## src/rtl/xvw_pkg.sv

```systemverilog
package xvw_pkg;
  localparam int unsigned CPU_AW   = 16;
  localparam int unsigned DW       = 8;
  localparam int unsigned MEM_AW   = 3 * DW;
  localparam int unsigned NREG     = 4;
  localparam int unsigned RIDX_W   = $clog2(NREG);

  typedef enum logic [2:0] {
    HIT_NONE, HIT_RAM, HIT_ROM, HIT_VWIN, HIT_FWIN, HIT_REG
  } hit_e;

  // Map one processor address to the region it falls in.
  function automatic hit_e classify(input logic [CPU_AW-1:0] a,
                                    input logic [DW-1:0] vpage,
                                    input logic [DW-1:0] fpage,
                                    input logic [DW-1:0] rpage);
    hit_e h;
    if (a[CPU_AW-1 -: DW] == vpage)                    h = HIT_VWIN;
    else if (a[CPU_AW-1 -: DW] == fpage)               h = HIT_FWIN;
    else if (a[CPU_AW-1 -: DW] == rpage &&
             a[DW-1:RIDX_W] == '0)                     h = HIT_REG;
    else if (!a[CPU_AW-1])                             h = HIT_RAM;
    else if (a[CPU_AW-1 -: 3] == 3'b111)               h = HIT_ROM;
    else                                               h = HIT_NONE;
    return h;
  endfunction

  // Join two page bytes and the processor low byte into a wide address.
  function automatic logic [MEM_AW-1:0] compose(input logic [DW-1:0] hi,
                                                input logic [DW-1:0] mid,
                                                input logic [DW-1:0] lo);
    return {hi, mid, lo};
  endfunction
endpackage

```

## src/rtl/xvw_decode.sv

```systemverilog
module xvw_decode
  import xvw_pkg::*;
#(
  parameter logic [DW-1:0] VPAGE   = 8'hE0,
  parameter logic [DW-1:0] FPAGE   = 8'hE1,
  parameter logic [DW-1:0] RPAGE   = 8'hE2,
  parameter bit            OVERLAY = 1'b0
) (
  input  logic [CPU_AW-1:0] addr,
  input  logic              rnw,
  input  logic              phi2,
  output logic              vram_sel,
  output logic              vram_wr,
  output logic              fgen_sel,
  output logic              ram_sel,
  output logic              rom_sel,
  output logic              reg_hit,
  output logic              reg_rd,
  output logic              reg_wr,
  output logic [RIDX_W-1:0] reg_idx
);
  hit_e hit;

  always_comb begin
    hit      = classify(addr, VPAGE, FPAGE, RPAGE);
    vram_sel = 1'b0;
    fgen_sel = 1'b0;
    ram_sel  = 1'b0;
    rom_sel  = 1'b0;
    unique case (hit)
      HIT_VWIN: begin
        if (OVERLAY && rnw) rom_sel  = 1'b1;
        else                vram_sel = 1'b1;
      end
      HIT_FWIN: fgen_sel = rnw;
      HIT_RAM:  ram_sel  = 1'b1;
      HIT_ROM:  rom_sel  = 1'b1;
      default:  ;
    endcase
  end

  assign reg_hit = (hit == HIT_REG);
  assign reg_rd  = reg_hit && rnw;
  assign reg_wr  = reg_hit && !rnw && phi2;
  assign vram_wr = vram_sel && !rnw && phi2;
  assign reg_idx = addr[RIDX_W-1:0];
endmodule

```

## src/rtl/xvw_pagereg.sv

```systemverilog
module xvw_pagereg
  import xvw_pkg::*;
(
  input  logic                    clk,
  input  logic                    rst_n,
  input  logic                    wr,
  input  logic [RIDX_W-1:0]       idx,
  input  logic [DW-1:0]           wdata,
  output logic [NREG-1:0][DW-1:0] regs,
  output logic [DW-1:0]           rdata
);
  for (genvar g = 0; g < NREG; g++) begin : g_reg
    always_ff @(posedge clk or negedge rst_n) begin
      if (!rst_n)                              regs[g] <= '0;
      else if (wr && idx == RIDX_W'(g))        regs[g] <= wdata;
    end
  end

  assign rdata = regs[idx];
endmodule

```

## src/rtl/xvw_mapper.sv

```systemverilog
module xvw_mapper
  import xvw_pkg::*;
#(
  parameter logic [7:0] VPAGE   = 8'hE0,
  parameter logic [7:0] FPAGE   = 8'hE1,
  parameter logic [7:0] RPAGE   = 8'hE2,
  parameter bit         OVERLAY = 1'b0
) (
  input  logic        clk,
  input  logic        rst_n,
  input  logic [15:0] cpu_addr,
  input  logic [7:0]  cpu_wdata,
  input  logic        cpu_rnw,
  input  logic        phi2,
  output logic [23:0] vram_addr,
  output logic        vram_cs,
  output logic        vram_we,
  output logic [23:0] fgen_addr,
  output logic        fgen_cs,
  output logic        ram_cs,
  output logic        rom_cs,
  output logic [7:0]  cpu_rdata,
  output logic        rdata_oe
);
  logic                    reg_hit, reg_rd, reg_wr;
  logic [RIDX_W-1:0]       reg_idx;
  logic [NREG-1:0][DW-1:0] page_regs;
  logic [DW-1:0]           reg_q;

  xvw_decode #(.VPAGE(VPAGE), .FPAGE(FPAGE), .RPAGE(RPAGE),
               .OVERLAY(OVERLAY)) u_dec (
    .addr(cpu_addr), .rnw(cpu_rnw), .phi2(phi2),
    .vram_sel(vram_cs), .vram_wr(vram_we), .fgen_sel(fgen_cs),
    .ram_sel(ram_cs), .rom_sel(rom_cs), .reg_hit(reg_hit),
    .reg_rd(reg_rd), .reg_wr(reg_wr), .reg_idx(reg_idx)
  );

  xvw_pagereg u_regs (
    .clk(clk), .rst_n(rst_n), .wr(reg_wr), .idx(reg_idx),
    .wdata(cpu_wdata), .regs(page_regs), .rdata(reg_q)
  );

  assign vram_addr = compose(page_regs[1], page_regs[0], cpu_addr[DW-1:0]);
  assign fgen_addr = compose(page_regs[3], page_regs[2], cpu_addr[DW-1:0]);
  assign cpu_rdata = reg_rd ? reg_q : '0;
  assign rdata_oe  = reg_rd;
endmodule

```

## config.mk

```make
export PLATFORM = sky130hd
export DESIGN_NAME = xvw_mapper
export DESIGN_NICKNAME = d
export VERILOG_FILES = /design/src/rtl/xvw_pkg.sv /design/src/rtl/xvw_decode.sv /design/src/rtl/xvw_pagereg.sv /design/src/rtl/xvw_mapper.sv
export SDC_FILE = /design/constraint.sdc
export NUM_CORES = 1
export LEC_CHECK = 0
export ABC_AREA = 0
export ABC_CLOCK_PERIOD_IN_PS = 1400
export BUFFER_PORTS_ARGS = -buffer_cell sky130_fd_sc_hd__buf_2
export CAP_MARGIN = 30
export CORE_UTILIZATION = 41
export DETAILED_ROUTE_END_ITERATION = 10
export PLACE_DENSITY = 0.85
export SYNTH_ARGS = -nofsm -noshare
export SYNTH_HDL_FRONTEND = slang
export SYNTH_HIERARCHICAL = 1
export SYNTH_SLANG_ARGS = --single-unit
```

## constraint.sdc

```tcl
create_clock -name clk -period 1.4 [get_ports clk]
set_clock_uncertainty 0.1 [all_clocks]
set_input_delay 0.14 -clock clk [delete_from_list [all_inputs] [get_ports clk]]
set_output_delay 0.14 -clock clk [all_outputs]
set_load 0.05 [all_outputs]
```

* After elaboration in Yosys (flattened, before gate mapping)
Index checks and enable logic that the tools add are counted.
Storage, ports and cells: input bits 28, flip-flop bits (word level) 32, word-level logic and storage cells 42, output and inout port bits 62
Operators by class: mux-type cells 12, order comparisons 1, eq/ne operators 12, reduce and logical (&&, ||, !) cells 13
Operator list (number):
- $eq 8x8->1 const B | 3
- $bmux 8 s2 | 1
- $mux 8 | 2
- $mux 3 | 4
- $logic_and 1x1->1 | 10
- $eq 3x3->1 const B | 3
- $eq 3x2->1 const B | 2
- $logic_not 6->1 | 1
- $eq 2x2->1 const B | 2
- $mux 1 | 4
- $eq 3x1->1 const B | 1
- $lt 2x3->1 const B | 1
- $eq 2x1->1 const B | 1
- $logic_not 2->1 | 1
- $mux 2 | 1
- $logic_not 1->1 | 1

* Depth between registers and ports, before layout
Gate-level depths: netlist of the first run.
word-level depth 10, mapped depth 6, mapped depth without buffers 5

* Hierarchy
The synthesis of the first run kept the hierarchy.
By module, submodules not included:
- xvw_pagereg | cells each 78, sequential area each 800.8 sq um, area an instance 1426.4 sq um, times used 1
- xvw_mapper | cells each 24, sequential area each 0.0 sq um, area an instance 170.2 sq um, times used 1
- xvw_decode | cells each 20, sequential area each 0.0 sq um, area an instance 146.4 sq um, times used 1

* Least setup slack after synthesis of the first run
No wires, ideal clock.
path type input-to-output, start point input cpu_addr[12], end point output cpu_rdata[0], required time 1.160 ns, stages on the path 4, setup slack -1.002 ns, data arrival time 2.162 ns, path buffers 1, cells stage by stage or4_1 buf_6 nor3_2 and2_1
Between the ends: longest elaborated chain between the ends 8, elaborated cells on any way between the ends 10, classes of those cells 4 x eq/ne; 4 x mux; 2 x reduce/logical
RTL lines:
- start, declared | RTL line xvw_mapper.sv:11 | input logic [15:0] cpu_addr,
- $eq 8x8->1 | RTL line xvw_pkg.sv:20 | else if (a[CPU_AW-1 -: DW] == rpage &&
- $logic_and 1x1->1 | RTL line xvw_pkg.sv:20
- $mux 3 | RTL line xvw_pkg.sv:20
- $mux 3 | RTL line xvw_pkg.sv:19 | else if (a[CPU_AW-1 -: DW] == fpage) h = HIT_FWIN;
- $mux 3 (*) | RTL line xvw_pkg.sv:18 | if (a[CPU_AW-1 -: DW] == vpage) h = HIT_VWIN;
- $eq 3x3->1 (*) | RTL line xvw_decode.sv:42 | assign reg_hit = (hit == HIT_REG);
- $logic_and 1x1->1 (*) | RTL line xvw_decode.sv:43 | assign reg_rd = reg_hit && rnw;
- named net rdata_oe | RTL line xvw_mapper.sv:23 | output logic rdata_oe
- $mux 8 (*) | RTL line xvw_mapper.sv:45 | assign cpu_rdata = reg_rd ? reg_q : '0;
- end, declared | RTL line xvw_mapper.sv:22 | output logic [7:0] cpu_rdata,
Mark *: on every way through the listed nets, which the timed path passes. The rest lies on a longest branch.

* Worst setup path after layout of the first run
start point input cpu_addr[10], end point output cpu_rdata[5]
Between the ends: longest elaborated chain between the ends 8, elaborated cells on any way between the ends 10, classes of those cells 4 x eq/ne; 4 x mux; 2 x reduce/logical
RTL lines (RTL line):
- $eq 8x8->1 | xvw_pkg.sv:20
- $logic_and 1x1->1 | xvw_pkg.sv:20
- $mux 3 | xvw_pkg.sv:20
- $mux 3 | xvw_pkg.sv:19
- $mux 3 (*) | xvw_pkg.sv:18
- $eq 3x3->1 (*) | xvw_decode.sv:42
- $logic_and 1x1->1 (*) | xvw_decode.sv:43
- $mux 8 (*) | xvw_mapper.sv:45
Every way passes the cells marked *; elsewhere a longest branch is shown, timed or not.

==> results of run 1 <==
through the flow:
stage / total power [W] / hold WS [ns] / setup WS, ns
5_1_grt: 0.00202 / 0.0227 / -0.357
3_3_place_gp: 0.00121 / -0.0226 / -0.584
2_1_floorplan: 0.00112 / -0.256 / -0.616
4_1_cts: 0.00195 / 0.0268 / -0.322
6_report: 0.00193 / 0.0315 / -0.318
3_5_place_dp: 0.00121 / -0.0176 / -0.643
power breakdown:
part	switching (W)	internal [W]	total, W
clock network	0.000322	0.000400	0.000723
registers	0.0000000924	0.000925	0.000925
logic	0.000192	0.0000944	0.000287
final timing paths:
check                           startpoint         endpoint  slack (ns)  cells after the start
setup / recovery              cpu_addr[10]     cpu_rdata[5]       -0.32                      6
hold / removal                cpu_wdata[0]   u_regs/regs[0]        0.03                      2
setup reg to reg           u_regs/regs[11]  u_regs/regs[11]        0.29                      3
hold reg to reg            u_regs/regs[26]  u_regs/regs[26]        0.44                      1
max in group asynchronous            rst_n  u_regs/regs[22]        0.57                      3
min in group asynchronous            rst_n  u_regs/regs[25]        0.21                      2
final cells by class:
| class | count | area [sq um] | share of cell area (%) |
|---|---|---|---|
| repair buffers | 142 | 1020 | 35.6 |
| multi-input cells | 66 | 886 | 30.9 |
| flip-flops and latches | 32 | 801 | 27.9 |
| clock buffers | 8 | 90.1 | 3.14 |
| well taps | 50 | 62.6 | 2.18 |
| inverters | 2 | 7.51 | 0.262 |
per-layer routing:
metal / wire length, microns / GRT usage [%]
met1: 1870 / 25.7
met2: 2330 / 37.8
met3: 398 / 6.42
met4: 51 / 7.18
met5: 0 / 0
worst max-delay path: cells and delay by family:
kind | cells | cell delay [ns]
buffers and inverters | 3 | 0.39
and+or+nand+nor | 3 | 0.96
placed cells by master, fill, tap and decap left out, drive strengths merged:
cell	count
a21boi	1
and2	8
buf	141
clkbuf	8
dfrtp	32
dlygate4sd3	1
inv	2
mux2	32
mux4	8
nand2	2
nand3	3
nand3b	2
nor3	4
nor3b	1
nor4	2
nor4b	1
o21ba	1
or4	1
timing repair:
action                                  CTS  global route
setup buffers                             1             2
gates resized for setup                  52             8
endpoints found under the hold margin    32             0
pin swaps                                10             0
endpoints found under the setup margin   45            46
hold buffers                              1             0
==> out/qor.txt, run 1 <==
CELLS AND AREA
---------------------------------------------------------------------------------------
Fill cell total of the finished layout                                              282
Share of the core filled with cells                                               71.2%
Number of flip-flops under the largest register name                                 32
Layout cells sized above 1                                                        84.0%
Area grow syn2layout                                                              64.9%
Final instance count without filler cells                                           300
Final layout net count                                                              277
Regs by FF count                                                           u_regs/regs (32)
Register name with the most flops                                           u_regs/regs
Diode count                                                                           0
Final non-filler cell area                                                   2870 sq um

GLOBAL ROUTING
---------------------------------------------------------------------------------------
Congestion Overflow GR                                                                0
Global-route wire length before repair                                          6.85 mm
Pin count of the biggest net entering global routing                                 18
Tot GR Track Use                                                                  21.8%
Vias in the first global route                                                     1381
Number of antenna violations at the first check in global routing                     0

STA
---------------------------------------------------------------------------------------
Setup repair after global routing missed its margin                                 yes
Worst slew margin                                                                 73.5%
Final setup margin                                                            -0.318 ns
Count of pins over their slew limit                                                   0
Total negative slack for setup checks                                          -9.11 ns
Upper clock frequency limit                                                     582 MHz
Number of hold violations in the final report                                         0
Period utilization                                                                 123%
Final period demand of the worst path                                           1.72 ns
Setup-violating endpoint count in the final report                                   45
Tightest Pin Transition                                                        0.397 ns

ROUTE
---------------------------------------------------------------------------------------
Final Routed Wirelength                                                         4.65 mm
Total vias in the final route                                                      1483
Antenna Nets Post-Route                                                               0
Pre-antenna DRT Iters                                                                 4
WL/cell                                                                    15.5 microns
Number of violations reported at the end of detailed-routing iteration 0             19
Per-cell via count in the routed design                                            4.94
# DRC                                                                                 0

SYNTHESIS
---------------------------------------------------------------------------------------
Synthesized cell area                                                        1740 sq um
Warnings, synthesis                                                                   6
Syn nets                                                                            149
Synthesized instance count                                                          121
Post-Syn Area per Cell                                                       14.4 sq um

DIE
---------------------------------------------------------------------------------------
Num ports                                                                            90
X dimension of the die                                                     67.1 microns
Die ar.                                                                      4510 sq um
Count of standard-cell rows                                                          23
Placeable core area                                                          4030 sq um
Die boundary height                                                        67.1 microns
Initial Utilization                                                               43.2%

WORST SETUP PATH
---------------------------------------------------------------------------------------
CP peak stage delay                                                             0.58 ns
Top cell by count, worst path                                              sky130_fd_sc_hd__buf_6
Cells traversed along the worst timing path                                buf_6 -> or4_4 -> nor3_4 -> buf_6 -> and2_4 -> buf_8
Arr. time, crit path                                                            1.48 ns
Max FO, Critical Path                                                                 5
Required time at the endpoint of the critical path                              1.16 ns
CP Launch Type                                                             primary input
Critical-path cell with the highest stage delay                            sky130_fd_sc_hd__or4_4
Type of the worst setup path                                                     in2out
CP endpoint kind                                                           primary output

PLACEMENT
---------------------------------------------------------------------------------------
Placed cell areas                                                            2540 sq um
Port Buffers                                                                         89
Post-DP HPWL                                                                    3.30 mm
RD Place Congestion                                                               0.759
Count of placed standard cells including taps                                       288

POWER AND IR DROP
---------------------------------------------------------------------------------------
Static Leakage                                                                  1.64 nW
Peak VDD IR                                                                  0.000786 V
Power per unit of standard cell area                                        674 nW/um^2

CLOCKING
---------------------------------------------------------------------------------------
Clk pin slew, worst setup/hold paths                                            0.06 ns
Worst skew pair latency                                                         0.28 ns
TritonCTS clock tree                                                               done
H-tree depth                                                                          2
Clock buffers created by TritonCTS                                                    5
Clock Sink Count                                                                     32
Max clock buf depth                                                                   2
CTS Root Cell                                                              sky130_fd_sc_hd__clkbuf_8

RUN STATUS
---------------------------------------------------------------------------------------
Outcome                                                                    finished with violations
Failing checks                                                             negative setup slack

RUN
---------------------------------------------------------------------------------------
MaxCap Viol Count                                                                     0

HOLD PATH
---------------------------------------------------------------------------------------
Classification of the worst-slack hold path                                      in2reg

Note: power is estimated with default switching activity, not from simulation.
==> inputs of run 2 (changes only) <==
ABC_AREA = 1   (was 0)
CORE_UTILIZATION = 42   (was 41)
==> run 2 against run 1 <==
The flow still finishes with violations (negative setup slack). Critical endpoint is now cpu_rdata[3]. Worst hold slack lost 0.0030 ns. Sequential power hardly changed. Via count is 48% higher. Sequential share of layout area down 0.27 points. Wire length grew 29%. Die area rose by 8.0%. Register-to-register slack improved by 0.27 ns. Count of clock-buffer cells in the layout unchanged. Final area increased by 0.96%. First-iteration DRC count rose to 6.2 times the previous value.
==> out/qor.txt, run 2 <==
GLOBAL ROUTING
---------------------------------------------------------------------------------------
Pin count of the biggest net entering global routing                                 19   was 18
Tot GR Track Use                                                                  25.6%   was 21.8%
Vias in the first global route                                                     2171   was 1381
Global-route wire length before repair                                          9.75 mm   was 6.85 mm
Number of antenna violations at the first check in global routing                     0   unchanged
Congestion Overflow GR                                                                0   unchanged

CELLS AND AREA
---------------------------------------------------------------------------------------
Final non-filler cell area                                                   2900 sq um   was 2870 sq um
Layout cells sized above 1                                                        44.6%   was 84.0%
Commonest non-fill, non-tap cells in the layout                            sky130_fd_sc_hd__nand2_1, sky130_fd_sc_hd__buf_2, sky130_fd_sc_hd__dfrtp_1, sky130_fd_sc_hd__buf_4, sky130_fd_sc_hd__nand3_1   was sky130_fd_sc_hd__buf_2, sky130_fd_sc_hd__buf_4, sky130_fd_sc_hd__dfrtp_1, sky130_fd_sc_hd__mux2_2, sky130_fd_sc_hd__buf_8
Register name with the most flops                                           u_regs/regs   unchanged
Area grow syn2layout                                                              50.1%   was 64.9%
Final instance count without filler cells                                           442   was 300
Final layout net count                                                              417   was 277
Number of flip-flops under the largest register name                                 32   unchanged
Fill cell total of the finished layout                                              374   was 282
Most common library cell in the layout ignoring fill and taps              sky130_fd_sc_hd__nand2_1   was sky130_fd_sc_hd__buf_2
Diode count                                                                           0   unchanged
Regs by FF count                                                           u_regs/regs (32)   unchanged

ROUTE
---------------------------------------------------------------------------------------
Pre-antenna DRT Iters                                                                 4   unchanged
Antenna Nets Post-Route                                                               0   unchanged
# DRC                                                                                 0   unchanged
WL/cell                                                                    13.5 microns   was 15.5 microns
Final Routed Wirelength                                                         5.97 mm   was 4.65 mm
Per-cell via count in the routed design                                            4.97   was 4.94
Total vias in the final route                                                      2195   was 1483
Number of violations reported at the end of detailed-routing iteration 0            117   was 19

CLOCKING
---------------------------------------------------------------------------------------
Worst skew pair latency                                                         0.28 ns   about the same
CTS Root Cell                                                              sky130_fd_sc_hd__clkbuf_8   unchanged
TritonCTS clock tree                                                               done   unchanged
Max clock buf depth                                                                   2   unchanged
Clock Sink Count                                                                     32   unchanged
H-tree depth                                                                          2   unchanged
Clock buffers created by TritonCTS                                                    5   unchanged
Clk pin slew, worst setup/hold paths                                            0.06 ns   about the same

STA
---------------------------------------------------------------------------------------
Setup-violating endpoint count in the final report                                   41   was 45
Tightest Pin Transition                                                        0.386 ns   was 0.397 ns
Worst slew margin                                                                 74.3%   was 73.5%
Number of hold violations in the final report                                         0   unchanged
Worst hold slack                                                              0.0285 ns   was 0.0315 ns
Period utilization                                                                 112%   was 123%
Final setup margin                                                            -0.171 ns   was -0.318 ns
Upper clock frequency limit                                                     637 MHz   was 582 MHz
Final period demand of the worst path                                           1.57 ns   was 1.72 ns
Setup repair after global routing missed its margin                                 yes   unchanged
Count of pins over their slew limit                                                   0   unchanged

POWER AND IR DROP
---------------------------------------------------------------------------------------
Part of the total power dissipated in combinational logic                         17.7%   was 14.8%
Share of total power in sequential cells                                          45.7%   was 47.8%
Clock network fraction of total power                                             36.6%   was 37.4%
Static Leakage                                                                  1.70 nW   was 1.64 nW
Design Power                                                                  0.00202 W   was 0.00193 W
Peak VDD IR                                                                  0.000489 V   was 0.000786 V
Cell internal power dissipation                                               0.00144 W   was 0.00142 W
Total net switching power                                                    0.000586 W   was 0.000515 W
Proportion of total power due to net switching                                    28.9%   was 26.6%
Power per unit of standard cell area                                        699 nW/um^2   was 674 nW/um^2

SYNTHESIS
---------------------------------------------------------------------------------------
Syn nets                                                                            317   was 149
Synthesized instance count                                                          289   was 121
Warnings, synthesis                                                                   6   unchanged
Post-Syn Area per Cell                                                       6.68 sq um   was 14.4 sq um
Synthesized cell area                                                        1930 sq um   was 1740 sq um

WORST SETUP PATH
---------------------------------------------------------------------------------------
CP endpoint kind                                                           primary output   unchanged
Reg-to-reg critical path startpoint                                        u_regs/regs[9]   was u_regs/regs[11]
Cells traversed along the worst timing path                                buf_8 -> clkinvlp_4 -> nor2_2 -> nand2_1 -> nor2_2 -> nand2_2 -> nand2_2 -> nand2_4 -> nor2_4 -> nand2_2 -> clkinvlp_4 -> buf_8   was buf_6 -> or4_4 -> nor3_4 -> buf_6 -> and2_4 -> buf_8
Required time at the endpoint of the critical path                              1.16 ns   about the same
CP Launch Type                                                             primary input   unchanged
Logic depth of the worst register-to-register path                                    3   unchanged
Critical-path cell with the highest stage delay                            sky130_fd_sc_hd__nor2_4   was sky130_fd_sc_hd__or4_4
Arr. time, crit path                                                            1.33 ns   was 1.48 ns
Capturing point of the worst reg2reg path                                  u_regs/regs[9]   was u_regs/regs[11]
Max FO, Critical Path                                                                 5   unchanged
CP peak stage delay                                                             0.21 ns   was 0.58 ns
Type of the worst setup path                                                     in2out   unchanged
Top cell by count, worst path                                              sky130_fd_sc_hd__nand2_2   was sky130_fd_sc_hd__buf_6
Flop-to-flop setup slack                                                        0.56 ns   was 0.29 ns

PLACEMENT
---------------------------------------------------------------------------------------
Post-DP HPWL                                                                    4.04 mm   was 3.30 mm
Port Buffers                                                                         89   unchanged
RD Place Congestion                                                               0.776   was 0.759
Placed cell areas                                                            2510 sq um   was 2540 sq um
Count of placed standard cells including taps                                       423   was 288

HOLD PATH
---------------------------------------------------------------------------------------
Worst hold stages                                                                     3   was 2
Classification of the worst-slack hold path                                      in2reg   unchanged
WHS Endpoint                                                               u_regs/regs[26]   was u_regs/regs[0]
Hold path start                                                            cpu_wdata[2]   was cpu_wdata[0]

RUN
---------------------------------------------------------------------------------------
MaxCap Viol Count                                                                     0   unchanged

DIE
---------------------------------------------------------------------------------------
Die ar.                                                                      4870 sq um   was 4510 sq um
Num ports                                                                            90   unchanged
Die boundary height                                                        69.8 microns   was 67.1 microns
Initial Utilization                                                               44.0%   was 43.2%
Count of standard-cell rows                                                          24   was 23
Placeable core area                                                          4380 sq um   was 4030 sq um
X dimension of the die                                                     69.8 microns   was 67.1 microns

RUN STATUS
---------------------------------------------------------------------------------------
Outcome                                                                    finished with violations   unchanged
Failing checks                                                             negative setup slack   unchanged

==> run 2: area by class of cell <==
| cell class | count | area [sq um] | area share [%] |
|---|---|---|---|
| Multi-Input combinational cell | 204 | 987 | 34.1 |
| Timing Repair Buffer | 118 | 813 | 28.1 |
| Sequential cell | 32 | 801 | 27.7 |
| Inverter | 28 | 139 | 4.80 |
| Clock buffer | 8 | 90.1 | 3.11 |
| Tap cell | 52 | 65.1 | 2.25 |
==> run 2: worst max-delay path by stage <==
stage                   endpoint         start  depth (start not counted)  slack (ns)
floorplan           cpu_rdata[0]  cpu_addr[15]                         11       -0.45
global placement    cpu_rdata[4]  cpu_addr[15]                         12       -0.32
detailed placement  cpu_rdata[4]  cpu_addr[15]                         12       -0.37
CTS                 cpu_rdata[4]  cpu_addr[15]                         12       -0.18
global route        cpu_rdata[5]  cpu_addr[15]                         12       -0.27
finish              cpu_rdata[3]  cpu_addr[15]                         12       -0.17
==> run 2: routing by layer <==
layer  global-route usage (%)  routed length (microns)
met5                        0                        0
met4                     13.1                      193
met3                     4.65                      450
met2                     45.1                     3050
met1                     29.3                     2270
==> run 2: through the flow <==
step / worst slack [ns] / util, % / TNS [ns]
after floorplan: -0.448 / - / -8.92
after global placement: -0.316 / 57.3 / -10.01
after detailed placement: -0.374 / 57.3 / -12.19
after CTS: -0.182 / 63.9 / -2.02
after global routing: -0.274 / 66.0 / -7.18
final: -0.171 / 66.0 / -2.89
==> run 2: power by group through the flow <==
stage               sequential, W  clock, W  combinational [W]
floorplan                0.000943         0           0.000205
global placement         0.000942         0           0.000309
detailed placement       0.000942         0           0.000314
CTS                      0.000925  0.000765           0.000333
global route             0.000924  0.000795           0.000382
finish                   0.000925  0.000741           0.000358
==> run 2: critical path, delay by kind of cell <==
kind,cells,cell delay [ns]
simple gates,8,0.79
buf+inv,4,0.39
==> run 2: what timing repair did <==
action,4_1_cts,5_1_grt
setup endpoints to repair,24,43
setup buffers,6,2
pin swaps,11,16
gates resized for setup,39,28
hold buffers,1,0
gates cloned,2,0
hold endpoints to repair,32,0
==> inputs of run 3 (changes only) <==
CTS_BUF_LIST = sky130_fd_sc_hd__clkbuf_8 sky130_fd_sc_hd__clkbuf_16   (was default)
==> run 3 against run 2 <==
The flow still finishes with violations (negative setup slack). Worst hold slack lost 0.0023 ns. Sequential share of layout area is essentially flat. Critical path depth unchanged. Combinational power is essentially flat. Final cell count up 0.23%. Count of clock-buffer cells in the layout shrank 2. Critical path type unchanged. Largest power group unchanged. Highest routed layer unchanged.
==> out/qor.txt, run 3 (same netlist as run 2, synthesis figures left out) <==
RUN STATUS
---------------------------------------------------------------------------------------
Outcome                                                                    finished with violations   unchanged
Failing checks                                                             negative setup slack   unchanged

CELLS AND AREA
---------------------------------------------------------------------------------------
Area grow syn2layout                                                              50.3%   was 50.1%
Diode count                                                                           0   unchanged
Layout cells sized above 1                                                        44.8%   was 44.6%
Commonest non-fill, non-tap cells in the layout                            sky130_fd_sc_hd__nand2_1, sky130_fd_sc_hd__buf_2, sky130_fd_sc_hd__dfrtp_1, sky130_fd_sc_hd__buf_4, sky130_fd_sc_hd__nand3_1   unchanged
Fill cell total of the finished layout                                              374   unchanged
Number of flip-flops under the largest register name                                 32   unchanged
Area taken by flip-flops and latches                                          801 sq um   unchanged
Multi-input combinational cell area                                           987 sq um   unchanged
Regs by FF count                                                           u_regs/regs (32)   unchanged
Final layout net count                                                              418   was 417
Most common library cell in the layout ignoring fill and taps              sky130_fd_sc_hd__nand2_1   unchanged
Final non-filler cell area                                                   2900 sq um   about the same
Register name with the most flops                                           u_regs/regs   unchanged

WORST SETUP PATH
---------------------------------------------------------------------------------------
CP endpoint kind                                                           primary output   unchanged
Flop-to-flop setup slack                                                        0.55 ns   was 0.56 ns
Reg-to-reg critical path startpoint                                        u_regs/regs[9]   unchanged
Arr. time, crit path                                                            1.35 ns   was 1.33 ns
Critical-path cell with the highest stage delay                            sky130_fd_sc_hd__nor2_4   unchanged
Logic depth of the worst register-to-register path                                    3   unchanged
Capturing point of the worst reg2reg path                                  u_regs/regs[9]   unchanged
CP Launch Type                                                             primary input   unchanged
Max FO, Critical Path                                                                 5   unchanged
Cells traversed along the worst timing path                                buf_8 -> clkinvlp_4 -> nor2_2 -> nand2_1 -> nor2_2 -> nand2_2 -> nand2_2 -> nand2_4 -> nor2_4 -> nand2_2 -> clkinvlp_4 -> buf_8   unchanged
Type of the worst setup path                                                     in2out   unchanged
Top cell by count, worst path                                              sky130_fd_sc_hd__nand2_2   unchanged
CP peak stage delay                                                             0.22 ns   was 0.21 ns
Required time at the endpoint of the critical path                              1.16 ns   about the same
Crit path from                                                             cpu_addr[15]   unchanged

STA
---------------------------------------------------------------------------------------
Final setup margin                                                            -0.188 ns   was -0.171 ns
Worst hold slack                                                              0.0262 ns   was 0.0285 ns
Number of hold violations in the final report                                         0   unchanged
Final period demand of the worst path                                           1.59 ns   was 1.57 ns
Tightest Pin Transition                                                        0.391 ns   was 0.386 ns
Worst slew margin                                                                 73.9%   was 74.3%
Upper clock frequency limit                                                     630 MHz   was 637 MHz
Period utilization                                                                 113%   was 112%
Setup repair after global routing missed its margin                                 yes   unchanged
Setup-violating endpoint count in the final report                                   41   unchanged
Count of pins over their slew limit                                                   0   unchanged

POWER AND IR DROP
---------------------------------------------------------------------------------------
Share of total power in sequential cells                                          46.0%   was 45.7%
Total net switching power                                                    0.000585 W   was 0.000586 W
Static Leakage                                                                  1.71 nW   was 1.70 nW
Power per unit of standard cell area                                        693 nW/um^2   was 699 nW/um^2
Cell internal power dissipation                                               0.00142 W   was 0.00144 W
Design Power                                                                  0.00201 W   was 0.00202 W
Peak VDD IR                                                                  0.000491 V   was 0.000489 V
Part of the total power dissipated in combinational logic                         17.8%   was 17.7%
Proportion of total power due to net switching                                    29.1%   was 28.9%
Clock network fraction of total power                                             36.1%   was 36.6%

DIE
---------------------------------------------------------------------------------------
Placeable core area                                                          4380 sq um   unchanged
Initial Utilization                                                               44.0%   unchanged
Die ar.                                                                      4870 sq um   unchanged
Num ports                                                                            90   unchanged
Count of standard-cell rows                                                          24   unchanged
X dimension of the die                                                     69.8 microns   unchanged
Die boundary height                                                        69.8 microns   unchanged

ROUTE
---------------------------------------------------------------------------------------
Total vias in the final route                                                      2218   was 2195
Antenna Nets Post-Route                                                               0   unchanged
# DRC                                                                                 0   unchanged
Per-cell via count in the routed design                                            5.01   was 4.97
Final Routed Wirelength                                                         5.99 mm   was 5.97 mm
Number of violations reported at the end of detailed-routing iteration 0            105   was 117
WL/cell                                                                    13.5 microns   about the same
Pre-antenna DRT Iters                                                                 4   unchanged

PLACEMENT
---------------------------------------------------------------------------------------
Port Buffers                                                                         89   unchanged
Placed cell areas                                                            2510 sq um   unchanged
RD Place Congestion                                                               0.776   unchanged
Post-DP HPWL                                                                    4.04 mm   unchanged

CLOCKING
---------------------------------------------------------------------------------------
Clock Sink Count                                                                     32   unchanged
TritonCTS clock tree                                                               done   unchanged
Max clock buf depth                                                                   2   unchanged
Worst skew pair latency                                                         0.29 ns   was 0.28 ns
CTS Root Cell                                                              sky130_fd_sc_hd__clkbuf_8   unchanged
Clock buffers created by TritonCTS                                                    5   unchanged
H-tree depth                                                                          2   unchanged
Clk pin slew, worst setup/hold paths                                            0.06 ns   about the same

GLOBAL ROUTING
---------------------------------------------------------------------------------------
Congestion Overflow GR                                                                0   unchanged
Vias in the first global route                                                     2172   was 2171
Global-route wire length before repair                                          9.80 mm   was 9.75 mm
Tot GR Track Use                                                                  25.7%   was 25.6%
Number of antenna violations at the first check in global routing                     0   unchanged
Pin count of the biggest net entering global routing                                 19   unchanged

RUN
---------------------------------------------------------------------------------------
MaxCap Viol Count                                                                     0   unchanged

HOLD PATH
---------------------------------------------------------------------------------------
WHS Endpoint                                                               u_regs/regs[26]   unchanged
Hold path start                                                            cpu_wdata[2]   unchanged
Worst hold stages                                                                     3   unchanged
Classification of the worst-slack hold path                                      in2reg   unchanged

## run 3: changes by cell type in the layout (fill, tap and decap cells not counted)
| cell | delta |
|---|---|
| sky130_fd_sc_hd__inv_1 | +2 |
| sky130_fd_sc_hd__buf_4 | +2 |
| sky130_fd_sc_hd__buf_6 | -1 |
| sky130_fd_sc_hd__clkbuf_1 | -2 |
## run 3: power groups by stage
stage          Combinational (W)  Clock, W  Sequential, W
5_1_grt                 0.000382  0.000781       0.000924
2_1_floorplan           0.000205         0       0.000943
3_5_place_dp            0.000314         0       0.000942
3_3_place_gp            0.000309         0       0.000942
4_1_cts                 0.000333  0.000751       0.000925
6_report                0.000358  0.000726       0.000925
## run 3: how the worst max path moves through the flow
stage,end,slack [ns],depth (start not counted)
2_1_floorplan,cpu_rdata[0],-0.45,11
5_1_grt,cpu_rdata[5],-0.27,12
4_1_cts,cpu_rdata[4],-0.18,12
6_report,cpu_rdata[3],-0.19,12
3_5_place_dp,cpu_rdata[4],-0.37,12
3_3_place_gp,cpu_rdata[4],-0.32,12
## run 3: worst max-delay path: cells and delay by family
kind	cells	cell delay, ns
simple gates	8	0.80
buf+inv	4	0.39
## run 3: repair_timing
item / in CTS / in global routing
setup buffers: 7 / 2
hold buffers: 1 / 0
gates cloned: 2 / 0
pin swaps: 11 / 16
hold endpoints to repair: 32 / 0
endpoints found under the setup margin: 24 / 43
gates resized for setup: 39 / 27
## run 3: area by class of cell
type,instances,area share [%]
multi-input cells,204,34.1
flip-flops and latches,32,27.6
well taps,52,2.24
clock buffers,6,2.85
repair buffers,119,28.2
clock inverters,2,0.259
inverters,28,4.79
## run 3: metal layers
metal	GRT usage (%)	wire length, microns	up-vias
li1	-	-	1067
met1	29.9	2250	1014
met2	45.3	3070	119
met3	4.51	478	18
met4	12.7	196	0
met5	0	0	-
## run 3: through the flow
step	setup TNS, ns	utilization (%)	worst slack, ns	cells
4_1_cts	-2.01	64.0	-0.182	441
6_report	-3.33	66.1	-0.188	443
3_3_place_gp	-10.01	57.3	-0.316	423
3_5_place_dp	-12.19	57.3	-0.374	423
2_1_floorplan	-8.92	-	-0.448	289
5_1_grt	-7.20	66.1	-0.274	443
